File: config.mk
export PLATFORM = sky130hd
export DESIGN_NAME = mii_rx_filter
export DESIGN_NICKNAME = d
export VERILOG_FILES = /design/src/rtl/mii_rx_pkg.sv /design/src/rtl/mii_rx_nibbler.sv /design/src/rtl/mii_rx_addr_match.sv /design/src/rtl/mii_rx_fcs_check.sv /design/src/rtl/mii_rx_filter.sv
export SDC_FILE = /design/constraint.sdc
export NUM_CORES = 1
export LEC_CHECK = 0
export ABC_CLOCK_PERIOD_IN_PS = 2300
export BUFFER_PORTS_ARGS = -buffer_cell sky130_fd_sc_hd__clkbuf_2
export CORE_MARGIN = 8
export CORE_UTILIZATION = 35
export CTS_CLUSTER_SIZE = 40
export DETAILED_ROUTE_END_ITERATION = 16
export SLEW_MARGIN = 20
export SYNTH_ARGS = -nofsm -noshare
export SYNTH_HDL_FRONTEND = slang
export SYNTH_SLANG_ARGS = --single-unit
File: constraint.sdc
create_clock -name clk -period 2.3 [get_ports clk]
set_input_delay 0.345 -clock clk [delete_from_list [all_inputs] [get_ports clk]]
set_output_delay 0.345 -clock clk [all_outputs]
set_load 0.05 [all_outputs]
File: src/rtl/mii_rx_pkg.sv
package mii_rx_pkg;

  typedef enum logic [1:0] {
    CLS_NONE  = 2'd0,
    CLS_UCAST = 2'd1,
    CLS_BCAST = 2'd2,
    CLS_MCAST = 2'd3
  } dst_class_e;

  localparam logic [31:0] CRC_POLY_R  = 32'hEDB88320;
  localparam logic [31:0] CRC_RESIDUE = 32'hDEBB20E3;

  // Advance a reflected CRC-32 register by one byte, LSB first.
  function automatic logic [31:0] crc_step(input logic [31:0] c, input logic [7:0] d);
    logic [31:0] r;
    r = c;
    for (int i = 0; i < 8; i++) begin
      if (r[0] ^ d[i]) r = (r >> 1) ^ CRC_POLY_R;
      else             r = r >> 1;
    end
    return r;
  endfunction

endpackage

File: src/rtl/mii_rx_nibbler.sv
module mii_rx_nibbler #(
  parameter int NIB_W = 4,
  parameter logic [NIB_W-1:0] PRE_NIB = 4'h5,
  parameter logic [NIB_W-1:0] SFD_NIB = 4'hD,
  localparam int BYTE_W = 2 * NIB_W
) (
  input  logic              clk,
  input  logic              rst_n,
  input  logic [NIB_W-1:0]  rxd,
  input  logic              rx_dv,
  output logic              sof,
  output logic              byte_vld,
  output logic [BYTE_W-1:0] byte_out,
  output logic              eof,
  output logic              eof_odd
);
  logic             in_data;
  logic             half;
  logic             prev_pre;
  logic [NIB_W-1:0] lo_q;

  always_ff @(posedge clk) begin
    if (!rst_n) begin
      in_data  <= 1'b0;
      half     <= 1'b0;
      prev_pre <= 1'b0;
      lo_q     <= '0;
      sof      <= 1'b0;
      byte_vld <= 1'b0;
      byte_out <= '0;
      eof      <= 1'b0;
      eof_odd  <= 1'b0;
    end else begin
      sof      <= 1'b0;
      byte_vld <= 1'b0;
      eof      <= 1'b0;
      if (!rx_dv) begin
        if (in_data) begin
          eof     <= 1'b1;
          eof_odd <= half;
        end
        in_data  <= 1'b0;
        half     <= 1'b0;
        prev_pre <= 1'b0;
      end else if (!in_data) begin
        if (rxd == SFD_NIB && prev_pre) begin
          in_data <= 1'b1;
          half    <= 1'b0;
          sof     <= 1'b1;
        end
        prev_pre <= (rxd == PRE_NIB);
      end else if (!half) begin
        lo_q <= rxd;
        half <= 1'b1;
      end else begin
        byte_out <= {rxd, lo_q};
        byte_vld <= 1'b1;
        half     <= 1'b0;
      end
    end
  end
endmodule

File: src/rtl/mii_rx_addr_match.sv
module mii_rx_addr_match
  import mii_rx_pkg::*;
#(
  parameter int MAC_W = 48,
  parameter int OUI_W = 24,
  parameter logic [OUI_W-1:0] MCAST_OUI = 24'h01005E,
  localparam int GRP_BIT  = MAC_W - 8,
  localparam int GAP_BIT  = MAC_W - OUI_W - 1
) (
  input  logic [MAC_W-1:0] dst,
  input  logic [MAC_W-1:0] local_addr,
  output dst_class_e       cls
);
  logic is_bcast, is_group, ip_map;

  assign is_bcast = &dst;
  assign is_group = dst[GRP_BIT];
  assign ip_map   = (dst[MAC_W-1 -: OUI_W] == MCAST_OUI) && !dst[GAP_BIT];

  always_comb begin
    if (is_bcast)                 cls = CLS_BCAST;
    else if (dst == local_addr)   cls = CLS_UCAST;
    else if (is_group && ip_map)  cls = CLS_MCAST;
    else                          cls = CLS_NONE;
  end
endmodule

File: src/rtl/mii_rx_fcs_check.sv
module mii_rx_fcs_check
  import mii_rx_pkg::*;
#(
  parameter int BYTE_W = 8
) (
  input  logic              clk,
  input  logic              rst_n,
  input  logic              clr,
  input  logic              byte_vld,
  input  logic [BYTE_W-1:0] byte_in,
  output logic              crc_ok
);
  logic [31:0] crc_q;

  always_ff @(posedge clk) begin
    if (!rst_n || clr) crc_q <= '1;
    else if (byte_vld) crc_q <= crc_step(crc_q, byte_in);
  end

  assign crc_ok = (crc_q == CRC_RESIDUE);
endmodule

File: src/rtl/mii_rx_filter.sv
module mii_rx_filter
  import mii_rx_pkg::*;
#(
  parameter int MAC_W     = 48,
  parameter int NIB_W     = 4,
  parameter int TYPE_W    = 16,
  parameter int MIN_FRAME = 64,
  parameter int MAX_FRAME = 1518,
  localparam int BYTE_W = 2 * NIB_W,
  localparam int ADDR_W = $clog2(MAX_FRAME),
  localparam int LEN_W  = $clog2(MAX_FRAME + 2)
) (
  input  logic              clk,
  input  logic              rst_n,
  input  logic [NIB_W-1:0]  mii_rxd,
  input  logic              mii_rx_dv,
  input  logic [MAC_W-1:0]  local_addr,
  output logic              mem_wr_en,
  output logic [ADDR_W-1:0] mem_wr_addr,
  output logic [BYTE_W-1:0] mem_wr_data,
  output logic              stat_valid,
  output logic              stat_good,
  output logic              stat_crc_ok,
  output logic              stat_misaligned,
  output logic [1:0]        stat_class,
  output logic [LEN_W-1:0]  stat_len,
  output logic [TYPE_W-1:0] stat_type
);
  localparam int DST_BYTES = MAC_W / BYTE_W;
  localparam logic [LEN_W-1:0] DST_END  = LEN_W'(DST_BYTES);
  localparam logic [LEN_W-1:0] TYPE_HI  = LEN_W'(2 * DST_BYTES);
  localparam logic [LEN_W-1:0] TYPE_LO  = LEN_W'(2 * DST_BYTES + 1);
  localparam logic [LEN_W-1:0] LEN_MIN  = LEN_W'(MIN_FRAME);
  localparam logic [LEN_W-1:0] LEN_MAX  = LEN_W'(MAX_FRAME);
  localparam logic [LEN_W-1:0] LEN_SAT  = LEN_W'(MAX_FRAME + 1);

  logic              sof, byte_vld, eof, eof_odd;
  logic [BYTE_W-1:0] byte_d;
  logic              crc_ok;
  dst_class_e        cls;

  logic [LEN_W-1:0]  cnt_q;
  logic [MAC_W-1:0]  dst_q;
  logic [TYPE_W-1:0] type_q;
  logic              pass, wr_now, in_window;

  mii_rx_nibbler #(.NIB_W(NIB_W)) u_nib (
    .clk(clk), .rst_n(rst_n), .rxd(mii_rxd), .rx_dv(mii_rx_dv),
    .sof(sof), .byte_vld(byte_vld), .byte_out(byte_d),
    .eof(eof), .eof_odd(eof_odd)
  );

  mii_rx_addr_match #(.MAC_W(MAC_W)) u_match (
    .dst(dst_q), .local_addr(local_addr), .cls(cls)
  );

  mii_rx_fcs_check #(.BYTE_W(BYTE_W)) u_fcs (
    .clk(clk), .rst_n(rst_n), .clr(sof), .byte_vld(byte_vld),
    .byte_in(byte_d), .crc_ok(crc_ok)
  );

  // Destination bytes pass while still arriving; afterwards only a classified frame does.
  assign pass      = (cnt_q < DST_END) || (cls != CLS_NONE);
  assign wr_now    = byte_vld && pass && (cnt_q < LEN_MAX);
  assign in_window = (cnt_q >= LEN_MIN) && (cnt_q <= LEN_MAX);

  always_ff @(posedge clk) begin
    if (!rst_n) begin
      cnt_q  <= '0;
      dst_q  <= '0;
      type_q <= '0;
    end else if (sof) begin
      cnt_q  <= '0;
      type_q <= '0;
    end else if (byte_vld) begin
      if (cnt_q < DST_END) dst_q <= {dst_q[MAC_W-BYTE_W-1:0], byte_d};
      if (cnt_q == TYPE_HI) type_q[TYPE_W-1 -: BYTE_W] <= byte_d;
      if (cnt_q == TYPE_LO) type_q[BYTE_W-1:0] <= byte_d;
      if (cnt_q != LEN_SAT) cnt_q <= cnt_q + 1'b1;
    end
  end

  always_ff @(posedge clk) begin
    if (!rst_n) begin
      mem_wr_en   <= 1'b0;
      mem_wr_addr <= '0;
      mem_wr_data <= '0;
    end else begin
      mem_wr_en <= wr_now;
      if (wr_now) begin
        mem_wr_addr <= cnt_q[ADDR_W-1:0];
        mem_wr_data <= byte_d;
      end
    end
  end

  always_ff @(posedge clk) begin
    if (!rst_n) begin
      stat_valid      <= 1'b0;
      stat_good       <= 1'b0;
      stat_crc_ok     <= 1'b0;
      stat_misaligned <= 1'b0;
      stat_class      <= 2'd0;
      stat_len        <= '0;
      stat_type       <= '0;
    end else begin
      stat_valid <= 1'b0;
      if (eof && (cnt_q >= DST_END) && (cls != CLS_NONE)) begin
        stat_valid      <= 1'b1;
        stat_crc_ok     <= crc_ok;
        stat_misaligned <= eof_odd;
        stat_good       <= crc_ok && in_window && !eof_odd;
        stat_class      <= cls;
        stat_len        <= cnt_q;
        stat_type       <= type_q;
      end
    end
  end
endmodule

==> impl_metrics.yaml <==
finish:
  fraction_of_final_layout_cells_sized_beyond_drive_strength_1_pct: 19.7
  nNetsFinal: 1127
  final_cell_area_sq_mm: 0.00980
  synthToLayoutAreaGrowth_pct: 20.7
  final_cells: 1368
placement:
  buffer_ports.inserted: 107
  gp_congestion: 0.838
  place.detailed.hpwl_mm: 15.6
  place.detailed.instances: 1333
  placed_cell_area_sq_mm: 0.00920
yosys:
  syn_inst: 946
  ys_seq_elements: 179
  ys_async_sr_fraction_pct: 0
  synth_warnings: 0
  synth_sequential_area_ratio_pct: 44.1
  yosys.cell_count.top_type: "nand2_1"
  synth.avg_cell_area_sq_um: 8.58
  netlist_area_sq_mm: 0.00812
  synth_top_flop_cell: "dfxtp_1"
  synth_top_area_share_pct: 44.1
  count_of_flip_flops_with_a_built_in_enable_after_synthesis: 0
  synth_cell_types: 50
  mappedNetlistNets: 1004
  post_synth_main_area_contributors: "dfxtp_1 44%, nand2_1 11%, xnor2_1 9.5%"
  yosys.area.top_type: "dfxtp_1"
  post_synth_most_frequent_cells: "247 x nand2_1, 179 x dfxtp_1, 88 x xnor2_1"
setup_path:
  critical-path-slowest-cell: "dfxtp_1"
  path_cells: "xnor2_1 -> nand4_1 -> nor4_1 -> buf_4 -> nand3_1 -> buf_4 -> a31oi_4 -> buf_12 -> mux2_2"
  cp.buffers_inverters: 3
  start_kind: "register"
  path_delay_family: "buffers and inverters"
  worst-setup-path-type: "register to register"
  slowest_delay_ns: 0.42
  worst-path-max-fanout: 6
  crit_required_ns: 2.61
  critical_path.endpoint_type: "register"
  worst_ep_arrival_time_ns: 2.45
  crit_top_cell: "buf_4"
power_and_ir_drop:
  power.leakage_nw: 3.55
  power.internal_mw: 4.60
  pwr-share-comb_pct: 3.0
  pwr_density_cell_mw_per_mm2: 611
  netSwitchingFraction_pct: 23.2
  clock_power_share_pct: 45.2
  p_sw_mw: 1.39
  vdd_ir_drop_max_v: 0.000478
  p_seq_share_pct: 51.8
job:
  max_cap_viol_count: 0
timing:
  worst_slew_pin_slew_ns: 0.699
  slew-limit-headroom_pct: 53.1
  post_route_clock_period_utilization_pct: 92.8
  finalWorstPathRequiredPeriod_ns: 2.13
  finalHoldViolCount: 0
  final.setup_skew_ns: 0.0165
  rsz0062_at_grt: "false"
  final_setup_violation_count: 0
  fmax_mhz: 468
  tns_ns: 0
  number_of_pins_with_negative_max_slew_slack_in_the_final_report: 0
clock_network:
  numCtsBuffers: 17
  cts_root_buf: "clkbuf_16"
  tritoncts: "done"
  cts.reportedPaths.clkPinSlew_ns: 0.07
  ctsLongestPathBuffers: 2
  clock-sinks: 179
  cts_hold_repair.buffers: 0
  insertion_delay_of_the_later_clocked_pin_in_the_worst_skew_pair_ns: 0.43
  cts_max_level: 4
drt:
  via_to_cell_ratio: 4.93
  dr_total_vias: 6745
  wirelength_mm: 21.4
  drc: 0
  ant_nets: 0
  initialDrtViolationCount: 554
  drt-pass1-iter-count: 7
  wl_per_cell_microns: 15.6
global_route:
  number_of_global_route_vias_before_repair: 6608
  wire_length_of_the_first_global_routing_pass_mm: 34.6
  global_route.overflow_total: 0
  grt_use_total_pct: 15.1
  antenna_violations_before_repair: 1
  grt_start_max_net_pins: 72
die:
  pin_count: 108
  initial_cell_density_of_the_core_pct: 35.8
  fp.dieArea_sq_mm: 0.0283
  row_count: 55
  design.core.area_sq_mm: 0.0227
  dieWidth_microns: 168
  die-height_microns: 168
status:
  run_status: "complete, no violations"
worst_hold_path:
  class_of_the_tightest_hold_or_removal_check: "primary input to register"
-- repair_timing --
action                                  in CTS  in global routing
resized for setup                            0                  5
setup buffers                                0                  1
endpoints found under the setup margin       0                 24
-- worst paths after layout --
kind	start	end	slack, ns	cells after the start
setup / recovery	dst_q[47]$_SDFFE_PN0P_	stat_crc_ok$_SDFFE_PN0P_	0.17	9
hold / removal	mii_rxd[1]	u_nib.byte_out[5]$_SDFFE_PN0P_	0.19	3
setup reg to reg	dst_q[47]$_SDFFE_PN0P_	stat_crc_ok$_SDFFE_PN0P_	0.17	9
hold reg to reg	type_q[15]$_SDFFE_PP0P_	type_q[15]$_SDFFE_PP0P_	0.46	2
-- power groups by stage --
stage          sequential [mW]  combinational, mW  clock [mW]
2_1_floorplan             3.17             0.0946           0
3_3_place_gp              3.17              0.181           0
3_5_place_dp              3.17              0.181           0
4_1_cts                   3.10              0.183        2.77
5_1_grt                   3.10              0.196        2.90
6_report                  3.10              0.181        2.71
-- per-stage QoR --
step	power (mW)	util, %	hold slack (ns)	setup WS (ns)
2_1_floorplan	3.26	-	0.436	0.253
3_3_place_gp	3.35	40.5	0.444	0.147
3_5_place_dp	3.35	40.5	0.448	0.114
4_1_cts	6.05	42.9	0.170	0.122
5_1_grt	6.19	43.2	0.176	0.0163
6_report	5.98	43.2	0.188	0.165
-- per-layer routing --
layer / vias to the layer above / global-route usage, % / routed length, microns
met1: 3163 / 19.1 / 9770
met4: 0 / 5.05 / 346
met5: - / 0 / 0
met2: 141 / 24.8 / 10300
met3: 24 / 3.62 / 992
li1: 3417 / - / -
-- kinds of logic (layout without fill, tap and decap cells) --
family,Yosys count,after routing,share of synthesized area [%]
mux,62,62,7.66
fa+ha+maj,3,3,0.462
other cells,0,1,0
simple gates,401,401,21.7
compound gates,118,118,8.06
xor+xnor,123,123,14.5
buf+inv,60,196,3.50
flops,179,179,44.1
-- layout make-up --
class	count	area, sq um
Sequential cell	179	3590
Multi-Input combinational cell	707	4280
Clock inverter	13	100
Fill cell	2253	12900
Tap cell	285	357
Antenna cell	1	2.50
Inverter	7	26.3
Timing Repair Buffer	157	1000
Clock buffer	19	443
-- cells in the final DEF, fill, tap and decap left out, types with 2 or more instances in the layout --
master / count
nand2_1: 247
dfxtp_1: 175
clkbuf_2: 106
xnor2_1: 88
a21oi_1: 75
mux2i_1: 61
nor2_1: 50
buf_4: 43
nand3_1: 31
nand4_1: 31
o21ai_0: 24
xor2_1: 24
clkbuf_16: 18
nor4_1: 12
xnor2_2: 9
buf_12: 6
and2_1: 5
inv_1: 5
nor3_1: 4
or3_1: 4
o21ai_1: 4
a211o_1: 4
inv_6: 4
clkinvlp_4: 4
dfxtp_2: 4
ha_1: 3
clkinv_2: 3
o221a_2: 2
nor2b_1: 2
nand2b_1: 2
and4_1: 2
nand4b_1: 2
-- worst min-delay path, stage by stage --
cell	delay [ns]
clkbuf_2	0.10
mux2i_1	0.06
nor2_1	0.07
-- registers in the layout, indices dropped and copies added (netlist names), 2 cells and up --
signal          cells
mem_wr_data         8
dst_q              48
type_q             16
stat_type          16
mem_wr_addr        11
stat_class          2
u_nib.byte_out      8
u_fcs.crc_q        32
u_nib.lo_q          4
stat_len           11
cnt_q              11
Power figures use the tool's default switching activity.
